### src/rtl/cfgbank_pkg.sv
package cfgbank_pkg;
  localparam int DW      = 8;
  localparam int AW      = 13;
  localparam int INSTR_W = 16;
  localparam int CNT_W   = $clog2(INSTR_W);
  localparam int NBUF    = 2;
  localparam int IDX_CUR = 0;
  localparam int IDX_CTL = 1;

  localparam logic [AW-1:0] ADR_CFG   = 13'h000;
  localparam logic [AW-1:0] ADR_RBSEL = 13'h004;
  localparam logic [AW-1:0] ADR_UPD   = 13'h005;
  localparam logic [AW-1:0] ADR_CPCUR = 13'h00A;
  localparam logic [AW-1:0] ADR_CPCTL = 13'h00B;

  // bit positions that downstream decode relies on
  localparam int CFG_ORDER_B = 6;
  localparam int CFG_SRST_B  = 5;
  localparam int CTL_OVR_B   = 7;
  localparam int CTL_ABL_B   = 6;
  localparam int CTL_OFF_B   = 3;
  localparam int CTL_FB_B    = 2;
  localparam int CTL_REF_B   = 1;
  localparam int CTL_VCO_B   = 0;

  function automatic logic [AW-1:0] buf_addr(input int i);
    return (i == IDX_CUR) ? ADR_CPCUR : ADR_CPCTL;
  endfunction

  function automatic logic [DW-1:0] buf_def(input int i);
    return (i == IDX_CUR) ? 8'h80 : 8'h30;
  endfunction
endpackage

### src/rtl/cfg_spi_front.sv
module cfg_spi_front
  import cfgbank_pkg::*;
(
  input  logic          clk,
  input  logic          rst_n,
  input  logic          sclk,
  input  logic          cs_n,
  input  logic          sdi,
  input  logic          lsb_cfg,
  input  logic [DW-1:0] rd_data,
  output logic [AW-1:0] rd_addr,
  output logic          wr_en,
  output logic [AW-1:0] wr_addr,
  output logic [DW-1:0] wr_data,
  output logic          sdo,
  output logic          sdo_oe
);
  logic [2:0] sclk_s, cs_s;
  logic [1:0] sdi_s;
  logic sclk_rise, sclk_fall, cs_act, cs_start, sdi_b;

  logic [INSTR_W-1:0] sh_q, sh_d, sh_nx;
  logic [CNT_W-1:0]   cnt_q, cnt_d;
  logic [AW-1:0]      addr_q, addr_d, wa_q, wa_d;
  logic [DW-1:0]      wd_q, wd_d, byte_nx;
  logic [1:0]         left_q, left_d;
  logic lsb_q, lsb_d, dph_q, dph_d, rd_q, rd_d, live_q, live_d;
  logic we_q, we_d, sdo_q, sdo_d, oe_q, oe_d;
  logic [2:0] bidx;

  // input synchronizers
  always_ff @(posedge clk or negedge rst_n) begin
    if (!rst_n) begin
      sclk_s <= 3'b000;
      cs_s   <= 3'b111;
      sdi_s  <= 2'b00;
    end else begin
      sclk_s <= {sclk_s[1:0], sclk};
      cs_s   <= {cs_s[1:0], cs_n};
      sdi_s  <= {sdi_s[0], sdi};
    end
  end

  assign sclk_rise = sclk_s[1] & ~sclk_s[2];
  assign sclk_fall = ~sclk_s[1] & sclk_s[2];
  assign cs_act    = ~cs_s[1];
  assign cs_start  = ~cs_s[1] & cs_s[2];
  assign sdi_b     = sdi_s[1];

  assign sh_nx   = lsb_q ? {sdi_b, sh_q[INSTR_W-1:1]} : {sh_q[INSTR_W-2:0], sdi_b};
  assign byte_nx = lsb_q ? sh_nx[INSTR_W-1:INSTR_W-DW] : sh_nx[DW-1:0];
  assign bidx    = lsb_q ? cnt_q[2:0] : (3'd7 - cnt_q[2:0]);

  always_comb begin
    sh_d = sh_q; cnt_d = cnt_q; addr_d = addr_q; wa_d = wa_q; wd_d = wd_q;
    left_d = left_q; lsb_d = lsb_q; dph_d = dph_q; rd_d = rd_q; live_d = live_q;
    we_d = 1'b0; sdo_d = sdo_q; oe_d = oe_q;
    if (!cs_act) begin
      cnt_d = '0; dph_d = 1'b0; live_d = 1'b0; oe_d = 1'b0; sdo_d = 1'b0;
    end else begin
      if (cs_start) lsb_d = lsb_cfg;
      if (sclk_rise) begin
        sh_d = sh_nx;
        if (!dph_q) begin
          if (cnt_q == CNT_W'(INSTR_W-1)) begin
            rd_d   = sh_nx[INSTR_W-1];
            left_d = sh_nx[INSTR_W-2:INSTR_W-3];
            addr_d = sh_nx[AW-1:0];
            dph_d  = 1'b1;
            live_d = 1'b1;
            cnt_d  = '0;
          end else begin
            cnt_d = cnt_q + 1'b1;
          end
        end else if (cnt_q == CNT_W'(DW-1)) begin
          cnt_d  = '0;
          we_d   = live_q & ~rd_q;
          wa_d   = addr_q;
          wd_d   = byte_nx;
          addr_d = lsb_q ? addr_q - 1'b1 : addr_q + 1'b1;
          if (left_q == 2'd0) live_d = 1'b0;
          else left_d = left_q - 1'b1;
        end else begin
          cnt_d = cnt_q + 1'b1;
        end
      end
      if (sclk_fall) begin
        oe_d  = dph_q & rd_q & live_q;
        sdo_d = (dph_q & rd_q & live_q) ? rd_data[bidx] : 1'b0;
      end
    end
  end

  always_ff @(posedge clk or negedge rst_n) begin
    if (!rst_n) begin
      sh_q <= '0; cnt_q <= '0; addr_q <= '0; wa_q <= '0; wd_q <= '0;
      left_q <= '0; lsb_q <= 1'b0; dph_q <= 1'b0; rd_q <= 1'b0; live_q <= 1'b0;
      we_q <= 1'b0; sdo_q <= 1'b0; oe_q <= 1'b0;
    end else begin
      sh_q <= sh_d; cnt_q <= cnt_d; addr_q <= addr_d; wa_q <= wa_d; wd_q <= wd_d;
      left_q <= left_d; lsb_q <= lsb_d; dph_q <= dph_d; rd_q <= rd_d; live_q <= live_d;
      we_q <= we_d; sdo_q <= sdo_d; oe_q <= oe_d;
    end
  end

  assign rd_addr = addr_q;
  assign wr_en   = we_q;
  assign wr_addr = wa_q;
  assign wr_data = wd_q;
  assign sdo     = sdo_q;
  assign sdo_oe  = oe_q;

  // the data line is released whenever select is inactive
  assert_oe_idle_R2: assert property (@(posedge clk) disable iff (!rst_n)
    !cs_act |=> !sdo_oe);
  // byte bit counter never leaves its range in the data phase
  assert_bitcnt_range_R2: assert property (@(posedge clk) disable iff (!rst_n)
    dph_q |-> (cnt_q < CNT_W'(DW)));
  // no write strobe once the count window has closed
  assert_no_write_past_count_R9: assert property (@(posedge clk) disable iff (!rst_n)
    (dph_q && !live_q) |=> !wr_en);
endmodule

### src/rtl/cfg_dbuf_cell.sv
module cfg_dbuf_cell #(
  parameter int W = 8,
  parameter logic [W-1:0] DEF = '0
) (
  input  logic         clk,
  input  logic         rst_n,
  input  logic         srst,
  input  logic         wr,
  input  logic [W-1:0] wdata,
  input  logic         upd,
  output logic [W-1:0] buf_o,
  output logic [W-1:0] act_o
);
  logic [W-1:0] buf_q, buf_d, act_q, act_d;
  logic buf_en, act_en;

  assign buf_en = srst | wr;
  assign act_en = srst | upd;

  always_comb begin
    buf_d = srst ? DEF : wdata;
    act_d = srst ? DEF : buf_q;
  end

  always_ff @(posedge clk or negedge rst_n) begin
    if (!rst_n) begin
      buf_q <= DEF;
      act_q <= DEF;
    end else begin
      if (buf_en) buf_q <= buf_d;
      if (act_en) act_q <= act_d;
    end
  end

  assign buf_o = buf_q;
  assign act_o = act_q;

  // active copy holds unless an update or soft reset is applied
  assert_active_hold_R3: assert property (@(posedge clk) disable iff (!rst_n)
    (!srst && !upd) |=> $stable(act_o));
  // an update makes the active copy equal the buffer it sampled
  assert_update_copy_R3: assert property (@(posedge clk) disable iff (!rst_n)
    (upd && !srst) |=> (act_o == $past(buf_o)));
  // soft reset returns both copies to the default
  assert_srst_default_R10: assert property (@(posedge clk) disable iff (!rst_n)
    srst |=> (act_o == DEF && buf_o == DEF));
endmodule

### src/rtl/cfg_regs.sv
module cfg_regs
  import cfgbank_pkg::*;
(
  input  logic                     clk,
  input  logic                     rst_n,
  input  logic                     wr_en,
  input  logic [AW-1:0]            wr_addr,
  input  logic [DW-1:0]            wr_data,
  input  logic [AW-1:0]            rd_addr,
  output logic [DW-1:0]            rd_data,
  output logic                     lsb_cfg,
  output logic [NBUF-1:0][DW-1:0]  act_o
);
  logic wr_cfg, srst, upd, wr_rb;
  logic lsb_q, lsb_d, rbsel_q, rbsel_d;
  logic [NBUF-1:0][DW-1:0] buf_v;
  logic [3:0] cfg_hi;

  assign wr_cfg = wr_en && (wr_addr == ADR_CFG);
  assign srst   = wr_cfg && wr_data[CFG_SRST_B];
  assign upd    = wr_en && (wr_addr == ADR_UPD) && wr_data[0];
  assign wr_rb  = wr_en && (wr_addr == ADR_RBSEL);

  for (genvar g = 0; g < NBUF; g++) begin : g_cell
    cfg_dbuf_cell #(.W(DW), .DEF(buf_def(g))) u_cell (
      .clk   (clk),
      .rst_n (rst_n),
      .srst  (srst),
      .wr    (wr_en && (wr_addr == buf_addr(g))),
      .wdata (wr_data),
      .upd   (upd),
      .buf_o (buf_v[g]),
      .act_o (act_o[g])
    );
  end

  always_comb begin
    lsb_d   = lsb_q;
    rbsel_d = rbsel_q;
    if (srst) begin
      lsb_d   = 1'b0;
      rbsel_d = 1'b0;
    end else begin
      if (wr_cfg) lsb_d = wr_data[CFG_ORDER_B];
      if (wr_rb)  rbsel_d = wr_data[0];
    end
  end

  always_ff @(posedge clk or negedge rst_n) begin
    if (!rst_n) begin
      lsb_q   <= 1'b0;
      rbsel_q <= 1'b0;
    end else begin
      lsb_q   <= lsb_d;
      rbsel_q <= rbsel_d;
    end
  end

  assign cfg_hi = {1'b0, lsb_q, 1'b0, 1'b1};

  always_comb begin
    rd_data = '0;
    if (rd_addr == ADR_CFG)   rd_data = {cfg_hi, cfg_hi};
    if (rd_addr == ADR_RBSEL) rd_data = {7'b0, rbsel_q};
    for (int i = 0; i < NBUF; i++) begin
      if (rd_addr == buf_addr(i)) rd_data = rbsel_q ? buf_v[i] : act_o[i];
    end
  end

  assign lsb_cfg = lsb_q;

  // the update register never reads back as set
  assert_upd_reads_zero_R3: assert property (@(posedge clk) disable iff (!rst_n)
    (rd_addr == ADR_UPD) |-> (rd_data == '0));
  // soft reset clears the order and readback selections
  assert_srst_clears_sel_R10: assert property (@(posedge clk) disable iff (!rst_n)
    srst |=> (!lsb_cfg && !rbsel_q));
endmodule

### src/rtl/spi_cfg_bank.sv
module spi_cfg_bank
  import cfgbank_pkg::*;
(
  input  logic          clk,
  input  logic          rst_n,
  input  logic          sclk,
  input  logic          cs_n,
  input  logic          sdi,
  output logic          sdo,
  output logic          sdo_oe,
  input  logic [DW-1:0] pin_cp_i,
  output logic [DW-1:0] cp_current_o,
  output logic [1:0]    cp_mode_o,
  output logic          fb_neg_edge_o,
  output logic          ref_neg_edge_o,
  output logic          vco_mid_o,
  output logic          abl_manual_o
);
  logic [1:0] rs_q;
  logic rst_sync_n;
  logic [AW-1:0] rd_addr, wr_addr;
  logic [DW-1:0] rd_data, wr_data, ctl;
  logic wr_en, lsb_cfg;
  logic [NBUF-1:0][DW-1:0] act;

  // asynchronous assert, synchronous release
  always_ff @(posedge clk or negedge rst_n) begin
    if (!rst_n) rs_q <= 2'b00;
    else        rs_q <= {rs_q[0], 1'b1};
  end
  assign rst_sync_n = rs_q[1];

  cfg_spi_front u_front (
    .clk     (clk),
    .rst_n   (rst_sync_n),
    .sclk    (sclk),
    .cs_n    (cs_n),
    .sdi     (sdi),
    .lsb_cfg (lsb_cfg),
    .rd_data (rd_data),
    .rd_addr (rd_addr),
    .wr_en   (wr_en),
    .wr_addr (wr_addr),
    .wr_data (wr_data),
    .sdo     (sdo),
    .sdo_oe  (sdo_oe)
  );

  cfg_regs u_regs (
    .clk     (clk),
    .rst_n   (rst_sync_n),
    .wr_en   (wr_en),
    .wr_addr (wr_addr),
    .wr_data (wr_data),
    .rd_addr (rd_addr),
    .rd_data (rd_data),
    .lsb_cfg (lsb_cfg),
    .act_o   (act)
  );

  assign ctl            = act[IDX_CTL];
  assign cp_current_o   = ctl[CTL_OVR_B] ? act[IDX_CUR] : pin_cp_i;
  assign cp_mode_o      = ctl[CTL_OFF_B] ? 2'b00 : ctl[5:4];
  assign abl_manual_o   = ctl[CTL_ABL_B];
  assign fb_neg_edge_o  = ctl[CTL_FB_B];
  assign ref_neg_edge_o = ctl[CTL_REF_B];
  assign vco_mid_o      = ctl[CTL_VCO_B];

  // a disabled pump never reports an active mode
  assert_pump_off_R6: assert property (@(posedge clk) disable iff (!rst_sync_n)
    ctl[CTL_OFF_B] |-> (cp_mode_o == 2'b00));
  // without override the current code tracks the pin value
  assert_pin_current_R5: assert property (@(posedge clk) disable iff (!rst_sync_n)
    !ctl[CTL_OVR_B] |-> (cp_current_o == pin_cp_i));
endmodule

### config.mk
export PLATFORM = sky130hd
export DESIGN_NAME = spi_cfg_bank
export DESIGN_NICKNAME = d
export VERILOG_FILES = /design/src/rtl/cfgbank_pkg.sv /design/src/rtl/cfg_spi_front.sv /design/src/rtl/cfg_dbuf_cell.sv /design/src/rtl/cfg_regs.sv /design/src/rtl/spi_cfg_bank.sv
export SDC_FILE = /design/constraint.sdc
export NUM_CORES = 1
export LEC_CHECK = 0
export ABC_CLOCK_PERIOD_IN_PS = 5000
export CAP_MARGIN = 20
export CORE_ASPECT_RATIO = 1.2
export CORE_UTILIZATION = 65
export CTS_CLUSTER_SIZE = 25
export DETAILED_ROUTE_END_ITERATION = 8
export PLACE_DENSITY_LB_ADDON = 0.2
export SLEW_MARGIN = 10
export SYNTH_ARGS = -nofsm -noshare
export SYNTH_HDL_FRONTEND = slang
export SYNTH_SLANG_ARGS = --single-unit
### constraint.sdc
create_clock -name clk -period 5 [get_ports clk]
set_input_delay 1 -clock clk [delete_from_list [all_inputs] [get_ports clk]]
set_output_delay 1 -clock clk [all_outputs]
set_load 0.05 [all_outputs]
# Word level (Yosys, flattened, before mapping)
# Index checks and enable logic that the tools add are counted.
dict set report totals {
  out_inout_bits 16
  word_cells 132
  rom_bits 0
  mem_bits_rw 0
  regBits 107
  latch_bits 0
  mem_count 0
  inputBits 13
}
dict set report classes {
  bitwise 14
  n_addsub 5
  magnitude_cmp 1
  n_eq_ne 13
  n_shift 0
  div 0
  n_reduce_logical 23
  n_mux 53
  multipliers 0
}
# cell n
set ops {}
lappend ops {{8-bit two-way mux} 10}
lappend ops {{13-bit by 4-bit == test with 1-bit output, second input constant} 4}
lappend ops {{13-bit two-way mux} 4}
lappend ops {{13-bit by 3-bit == test with 1-bit output, second input constant} 3}
lappend ops {{13-bit zero test} 2}
lappend ops {{1-bit two-way mux} 24}
lappend ops {{4-bit two-way mux} 5}
lappend ops {{16-bit two-way mux} 1}
lappend ops {{4-bit AND reduction} 4}
lappend ops {{7-bit two-way mux} 2}
lappend ops {{13-bit by 1-bit adder with 13-bit output, second input constant} 1}
lappend ops {{13-bit by 1-bit subtractor with 13-bit output, second input constant} 1}
lappend ops {{2-bit two-way mux} 5}
lappend ops {{2-bit nonzero test} 5}
lappend ops {{1-bit logical AND} 7}
lappend ops {{1-bit AND} 6}
lappend ops {{3-bit by 2-bit != test with 1-bit output, second input constant} 2}
lappend ops {{1-bit inverter} 5}
lappend ops {{5-bit AND reduction} 1}
lappend ops {{4-bit by 1-bit adder with 4-bit output, second input constant} 1}
lappend ops {{4-bit by 3-bit == test with 1-bit output, second input constant} 1}
lappend ops {{4-bit == test, second input constant} 1}
lappend ops {{3-bit by 4-bit < comparator with 1-bit output, second input constant} 1}
lappend ops {{2-bit != test, second input constant} 2}
lappend ops {{other kinds (8)} 11}

# Longest topological paths before layout
# Gate-level depths: netlist (run 1).
dict set report depth {
  depth_word 10
  ltp_mapped 11
  depth_no_buf 9
}

# Hierarchy
# Synthesis (run 1) repeated with hierarchy kept, for this count alone.
dict set report hier_totals {
  hier_cells 548
  area_unflattened_um2 5783.0
}
# mod area_each_um2 cells_each instances seq_area_each_um2
set modules_own_cells {}
lappend modules_own_cells {cfg_spi_front 3684.8 366 1 1780.5}
lappend modules_own_cells {{cfg_dbuf_cell at u_regs.g_cell[1].u_cell} 673.1 52 1 405.4}
lappend modules_own_cells {{cfg_dbuf_cell at u_regs.g_cell[0].u_cell} 663.1 52 1 402.9}
lappend modules_own_cells {cfg_regs 564.3 64 1 50.0}
lappend modules_own_cells {spi_cfg_bank 197.7 14 1 50.0}

# Worst setup path after synthesis (run 1)
# OpenSTA, ideal clock, no wires.
dict set report synth_path {
  path_type {register to register}
  startpoint {register u_front.lsb_q}
  endpoint {register u_front.addr_q[12] (netlist: u_front.rd_addr[12])}
  required_ns 4.906
  path_buffers 0
  stages_incl_launch_ff 10
  slack_ns 2.514
  arrival_time_ns 2.392
  setup_time_ns 0.094
  synth_period_minus_slack_ns 2.486
  path_cell_list {dfrtp_1 > clkinv_1 > fa_1 > nor2b_1 > o31ai_1 > a21oi_1 > a21oi_1 > o211a_1 > mux2i_1 > a211oi_1}
}
dict set report synth_via {
  elab_chain_cells 3
  elab_cells_between_ends 5
  cone_classes {5 x mux}
}
# item line
set synth_rtl {}
lappend synth_rtl {{start: declaration} cfg_spi_front.sv:27} ;# logic lsb_q, lsb_d, dph_q, dph_d, rd_q, rd_d, live_q, live_d;
lappend synth_rtl {{start signal: assignment} cfg_spi_front.sv:101} ;# left_q <= left_d; lsb_q <= lsb_d; dph_q <= dph_d; rd_q <= rd_d; live_q <= live_d;
lappend synth_rtl {{16-bit two-way mux / 13-bit two-way mux (equally long branches)} {cfg_spi_front.sv:50, cfg_spi_front.sv:80}}
lappend synth_rtl {{13-bit two-way mux, on equally long branches} {cfg_spi_front.sv:65, cfg_spi_front.sv:75}}
lappend synth_rtl {{13-bit two-way mux (*)} cfg_spi_front.sv:64} ;# if (!dph_q) begin
lappend synth_rtl {{end signal: assignment} cfg_spi_front.sv:96} ;# sh_q <= '0; cnt_q <= '0; addr_q <= '0; wa_q <= '0; wd_q <= '0;
lappend synth_rtl {{end signal: assignment} cfg_spi_front.sv:100} ;# sh_q <= sh_d; cnt_q <= cnt_d; addr_q <= addr_d; wa_q <= wa_d; wd_q <= wd_d;
lappend synth_rtl {{end: declaration} cfg_spi_front.sv:24} ;# logic [AW-1:0] addr_q, addr_d, wa_q, wa_d;
# Every way passes the cells marked *; elsewhere a longest branch is shown, timed or not. The select of a mux whose other input is x is not followed.
# A chain may end at the register's enable or synchronous reset.

# Final worst setup path (run 1)
dict set report layout_path {
  startpoint {input pin_cp_i[3]}
  endpoint {output cp_current_o[3]}
}
dict set report layout_via {
  elab_chain_cells 1
}
# item line
set layout_rtl {}
lappend layout_rtl {{start: declaration} spi_cfg_bank.sv:11} ;# input logic [DW-1:0] pin_cp_i,
lappend layout_rtl {{8-bit two-way mux} spi_cfg_bank.sv:62} ;# assign cp_current_o = ctl[CTL_OVR_B] ? act[IDX_CUR] : pin_cp_i;
lappend layout_rtl {{end: declaration} spi_cfg_bank.sv:12} ;# output logic [DW-1:0] cp_current_o,
# No other way between the ends.

==> results.ini, run 1 <==
[clock_network]
clkLatencyLatePin_ps=380
cts_buffers=9
cts_sinks=107
cts_htree_levels=3
postCtsSetupRepairBufs=0
path_clk_slew_ps=100
cts_resized=0
clockBufferDepth=2
cts_tree=done
cts_root_buf=clkbuf_8
hold_buffers=0

[die]
rows=37
die_y_um=104
floorplan.initialDensity_pct=66.7
die_area_um2=9130
die_x_um=87.4
core_area_um2=8520
io-pin-count=29

[place]
dp.cells=679
port_buffers=28
dp_hpwl_mm=8.87
gp_congestion=0.852

[sta]
setup_viol_count_final=0
fin_skew_ps=9.37
maxSlewHeadroom_pct=28.1
clock.fmax_mhz=295
hold_viol=0
drv_slew=0
fin_setup_tns_ps=0
finalCritPeriodShare_pct=67.9
fin_crit_ps=3400
worstMarginPinSlew_ps=1080
rsz0062_at_grt=no

[global_route]
grt.total_usage_pct=30.2
grt_pass1_wl_mm=20.9
gr-total-overflow=0
grt_pass1_vias=4124
grt_antenna_before_repair=0
grt_max_degree=65

[final_layout]
diodes=0
nets=602
syn_to_final_growth_pct=9.77
final-instance-count-excl-fill=697
fillers=651
drive_above_1_share_pct=12.4

[worst_setup_path]
crit_type=in -> out
critical_path_required_ps=4000
start_kind=primary input
cp.arrival_ps=2400
reg2reg_from=u_front.lsb_q
r2r_cells=9
crit_fanout=1
crit_path_end_kind=output port
critPathLaunch=pin_cp_i[3]

[power]
power_leakage_nw=2.77
power_density_nw_per_um2=281
peakVddDrop_uv=221

[drt]
drt_iter0_markers=296
vias=4268
drt-total-wl_mm=12.8
ant_nets=0
drtPass1Iterations=4
post_drt_wl_per_cell_um=18.3
drc=0
via_per_inst=6.12

[flow_run]
maxCapViolations=0

[logic_synthesis]
synth_nets=587
netlist_instances=560
syn_area_um2=5690
syn_area_per_cell_um2=10.2
yosys_warnings=0
ys.flop_type=dfrtp_1
synth.distinct_cells=67
synth_edf_count=0
synth-seq-area-share_pct=47.3
ys_async_sr_fraction_pct=100
yosys_register_bits=107

[hold_path]
min_path_type=reg -> async

[outcome]
status=finished, final reports clean

-- flip-flops by register name, indices dropped and copies added, names as in the netlist, 2 cells and up --
| signal | flops |
|---|---|
| u_front.sh_q | 16 |
| u_regs.g_cell.u_cell.act_o | 16 |
| u_regs.g_cell.u_cell.buf_o | 16 |
| u_front.rd_addr | 13 |
| u_front.wr_addr | 13 |
| u_front.wr_data | 8 |
| u_front.cnt_q | 4 |
| u_front.cs_s | 3 |
| u_front.sclk_s | 3 |
| rs_q | 2 |
| u_front.left_q | 2 |
| u_front.sdi_s | 2 |
-- Yosys cell counts (3+ instances only) --
| master | instances | share of area (%) |
|---|---|---|
| inv_1 | 11 | 0.73 |
| a21oi_1 | 62 | 5.5 |
| a31oi_1 | 3 | 0.33 |
| mux2_2 | 19 | 3.8 |
| nor3_1 | 14 | 1.2 |
| nand2_1 | 43 | 2.8 |
| and2_1 | 5 | 0.55 |
| o21a_1 | 3 | 0.40 |
| o211ai_1 | 4 | 0.53 |
| o31ai_1 | 3 | 0.40 |
| xor2_1 | 6 | 0.92 |
| nand4b_1 | 3 | 0.46 |
| o21ai_0 | 32 | 2.8 |
| clkbuf_8 | 5 | 1.2 |
| dfstp_2 | 9 | 4.2 |
| nor2b_1 | 13 | 1.4 |
| clkbuf_1 | 15 | 0.99 |
| mux4_2 | 4 | 1.6 |
| dfrtp_1 | 98 | 43 |
| xnor2_1 | 7 | 1.1 |
| ha_1 | 13 | 2.9 |
| a311oi_1 | 3 | 0.46 |
| buf_2 | 5 | 0.44 |
| nor2_1 | 69 | 4.6 |
| mux2i_1 | 44 | 7.7 |
| nand2b_1 | 4 | 0.44 |
| a21o_1 | 4 | 0.53 |
| nand3_1 | 11 | 0.97 |
-- stage by stage --
step / instance area (um^2) / utilization (%) / worst slack (ps) / hold slack (ps) / power [W]
finish: 6240 / 73.3 / 1600 / 331 / 0.00175
global route: 6240 / 73.3 / 1310 / 361 / 0.00181
CTS: 6210 / 72.9 / 1600 / 353 / 0.00175
detailed placement: 5960 / 70.0 / 1600 / 338 / 0.00112
global placement: 5960 / 70.0 / 1630 / 332 / 0.00111
floorplan: 5690 / - / 1810 / 331 / 0.00106
-- metal layers --
| layer | global-route usage (%) | vias to the layer above | share of wire [%] |
|---|---|---|---|
| li1 | - | 2008 | - |
| met1 | 40.0 | 2104 | 42 |
| met2 | 48.4 | 120 | 51 |
| met3 | 3.25 | 36 | 3.3 |
| met4 | 16.2 | 0 | 3.9 |
| met5 | 0 | - | 0 |
-- logic make-up after synthesis --
| group | count (synthesis) | synth area share, % |
|---|---|---|
| other | 1 | 0.0660 |
| AOI/OAI and AO/OA | 132 | 13.8 |
| buffers and inverters | 42 | 4.07 |
| DFF | 107 | 47.3 |
| xor gates and xnor gates | 13 | 2.00 |
| and+or+nand+nor | 183 | 16.0 |
| adders and majority gates | 14 | 3.21 |
| muxes | 68 | 13.5 |
-- power by group --
part	total, W	internal, W	switching [W]
clock	0.000648	0.000348	0.000300
sequential	0.000948	0.000903	0.0000448
combinational	0.000157	0.0000625	0.0000943
total	0.00175	0.00131	0.000439
-- cell type report --
cell class / count / area [um^2] / area share (%)
repair buffers: 34 / 340 / 5.45
well taps: 117 / 146 / 2.35
clock buffers: 10 / 138 / 2.21
inverters: 12 / 45.0 / 0.722
clock inverters: 6 / 111 / 1.78
flip-flops and latches: 107 / 2690 / 43.1
multi-input cells: 411 / 2770 / 44.3
-- critical path: stages --
cell             delay [ps]
clkdlybuf4s50_1         450
mux2_2                  140
clkdlybuf4s50_1         800
-- cell usage in the layout, fill, tap and decap left out, drive strengths merged, types with 4 or more instances in the layout --
master	synthesis	layout
dfstp	9	9
mux2i	44	44
o211ai	4	4
clkdlybuf4s50	0	28
nor3	15	15
nor2b	13	13
mux4	5	5
nand3	11	11
and2	5	5
clkbuf	22	10
nor2	71	71
xor2	6	6
ha	13	13
nand2	43	43
inv	11	12
dfrtp	98	98
mux2	19	19
xnor2	7	7
buf	8	6
nand2b	4	4
o21ai	33	33
a21o	4	4
a21oi	63	63
-- path summary, 6_finish.rpt --
kind,end,slack [ps]
worst min-delay path,u_regs.g_cell[1].u_cell.act_o[0],330
max in group asynchronous,u_front.wr_addr[0],3450
worst max register to register,u_front.rd_addr[12],1670
worst max-delay path,cp_current_o[3],1600
min in group clk,u_front.sdi_s[1],360
worst min register to register,u_regs.g_cell[1].u_cell.act_o[0],330
No activity file was read; power rests on OpenSTA's default activity.
==> run 2, diff against run 1 <==
ABC_CLOCK_PERIOD_IN_PS = 3350   (was 5000)
CORE_UTILIZATION = 60   (was 65)
clock period = 3.35 ns   (was 5 ns; I/O delays follow)
==> results.ini, run 2 (synthesis gave the netlist of run 1 again) <==
[worst_setup_path]
critPathLaunch=pin_cp_i[6]  ; was pin_cp_i[3]
start_kind=primary input  ; unchanged
crit_fanout=1  ; unchanged
path_depth=3  ; unchanged
path_buf_inv=2  ; unchanged
crit_type=in -> out  ; unchanged
crit_path_end_kind=output port  ; unchanged
cp_slowest_stage_delay_ps=800  ; about the same
critPathMostFrequentCell=clkdlybuf4s50_1  ; unchanged
cp-endpoint=cp_current_o[6]  ; was cp_current_o[3]
rrSetupSlack_ps=740  ; was 1670 ps
cp.arrival_ps=2060  ; was 2400 ps
path_delay_family=buffers and inverters  ; unchanged
reg2reg_to=u_front.rd_addr[12]  ; unchanged
r2r_cells=9  ; unchanged
crit_slowest_cell=clkdlybuf4s50_1  ; unchanged
crit_chain=clkdlybuf4s50_1 -> mux2_2 -> clkdlybuf4s50_1  ; unchanged
reg2reg_from=u_front.lsb_q  ; unchanged
critical_path_required_ps=2680  ; was 4000 ps

[final_layout]
nets=609  ; was 602
drive_above_1_share_pct=13.3  ; was 12.4%
mostFrequentLayoutCell=dfrtp_1  ; unchanged
fin_util_pct=68.5  ; was 73.3%
layout_common_cells=97 x dfrtp_1, 68 x nor2_1, 62 x a21oi_1  ; unchanged
syn_to_final_growth_pct=10.1  ; was 9.77%
diodes=0  ; unchanged

[die]
die_y_um=109  ; was 104 um
io-pin-count=29  ; unchanged
die_x_um=90.9  ; was 87.4 um
core_area_um2=9130  ; was 8520 um^2
die_area_um2=9870  ; was 9130 um^2
rows=38  ; was 37
floorplan.initialDensity_pct=62.3  ; was 66.7%

[global_route]
grt_antenna_before_repair=0  ; unchanged
gr-total-overflow=0  ; unchanged
grt.total_usage_pct=27.0  ; was 30.2%
grt_max_degree=86  ; was 65
grt_pass1_wl_mm=20.7  ; was 20.9 mm
grt_pass1_vias=4233  ; was 4124

[flow_run]
maxCapViolations=0  ; unchanged

[clock_network]
clockBufferDepth=2  ; unchanged
hold_buffers=0  ; unchanged
cts_resized=0  ; unchanged
cts_buffers=9  ; unchanged
path_clk_slew_ps=100  ; about the same
postCtsSetupRepairBufs=0  ; unchanged
cts_sinks=107  ; unchanged
clkLatencyLatePin_ps=380  ; about the same
cts_root_buf=clkbuf_8  ; unchanged
cts_htree_levels=3  ; unchanged
cts_tree=done  ; unchanged

[sta]
finalCritPeriodShare_pct=81.6
rsz0062_at_grt=no  ; unchanged
hold_viol=0  ; unchanged
worstMarginPinSlew_ps=682  ; was 1080 ps
clock.fmax_mhz=366
fin_skew_ps=10.7  ; was 9.37 ps
setup_viol_count_final=0  ; unchanged
fin_setup_tns_ps=0  ; unchanged
fin_crit_ps=2730
drv_slew=0  ; unchanged
maxSlewHeadroom_pct=54.4  ; was 28.1%

[drt]
ant_nets=0  ; unchanged
drt_iter0_markers=201  ; was 296
drtPass1Iterations=4  ; unchanged
via_per_inst=5.99  ; was 6.12
post_drt_wl_per_cell_um=17.5  ; was 18.3 um
drc=0  ; unchanged
vias=4238  ; was 4268
drt-total-wl_mm=12.4  ; was 12.8 mm

[power]
power_density_nw_per_um2=394  ; was 281 nW/um^2
power_leakage_nw=2.79  ; was 2.77 nW
power.total_w=0.00246  ; was 0.00175 W
peakVddDrop_uv=233  ; was 221 uV

[place]
dp_hpwl_mm=8.80  ; was 8.87 mm
port_buffers=28  ; unchanged
gp_congestion=0.873  ; was 0.852

[outcome]
status=finished, final reports clean  ; unchanged

[hold_path]
min_path_type=reg -> async  ; unchanged

run 2: cell count changes in the layout (fill, tap and decap cells not counted), sizes merged:
cell | previous run | this run
clkbuf | 10 | 12
bufinv | 3 | 1
buf | 6 | 13
run 2: worst min path at each step:
| stage | depth (start not counted) | end | slack, ps | from |
|---|---|---|---|---|
| floorplan | 0 | rs_q[1] | 330 | rs_q[0] |
| global placement | 0 | u_front.sclk_s[1] | 330 | u_front.sclk_s[0] |
| detailed placement | 0 | u_front.sdi_s[1] | 340 | u_front.sdi_s[0] |
| CTS | 0 | u_front.sdi_s[1] | 360 | u_front.sdi_s[0] |
| global route | 0 | u_front.sdi_s[1] | 360 | u_front.sdi_s[0] |
| finish | 0 | u_front.rd_addr[6] | 330 | rs_q[1] |
run 2: per-layer routing:
metal	up-vias	routed length [um]	GRT usage, %	share of wire [%]
met5	-	0	0	0
met4	0	386	13.0	3.1
met3	28	372	4.32	3.0
met2	91	6280	46.2	51
met1	2094	5330	33.7	43
li1	2025	-	-	-
run 2: area by class of cell:
cell class | instances | area, um^2
repair buffers | 41 | 398
fillers | 731 | 2870
clock buffers | 12 | 155
multi-input cells | 411 | 2770
flip-flops and latches | 107 | 2690
inverters | 12 | 45.0
well taps | 120 | 150
clock inverters | 4 | 48.8
run 2: report_power, final:
group / switching (W) / internal, W / total (W)
combinational: 0.000135 / 0.0000965 / 0.000232
clock: 0.000433 / 0.000388 / 0.000820
sequential: 0.0000631 / 0.00135 / 0.00141
run 2: per-stage QoR:
| step | hold WS (ps) | instance area, um^2 | setup WS, ps | std cells |
|---|---|---|---|---|
| 6_report | 331 | 6260 | 617 | 707 |
| 5_1_grt | 362 | 6260 | 537 | 707 |
| 4_1_cts | 358 | 6230 | 587 | 706 |
| 3_5_place_dp | 337 | 6030 | 616 | 690 |
| 3_3_place_gp | 332 | 6030 | 638 | 690 |
| 2_1_floorplan | 331 | 5690 | 164 | 560 |
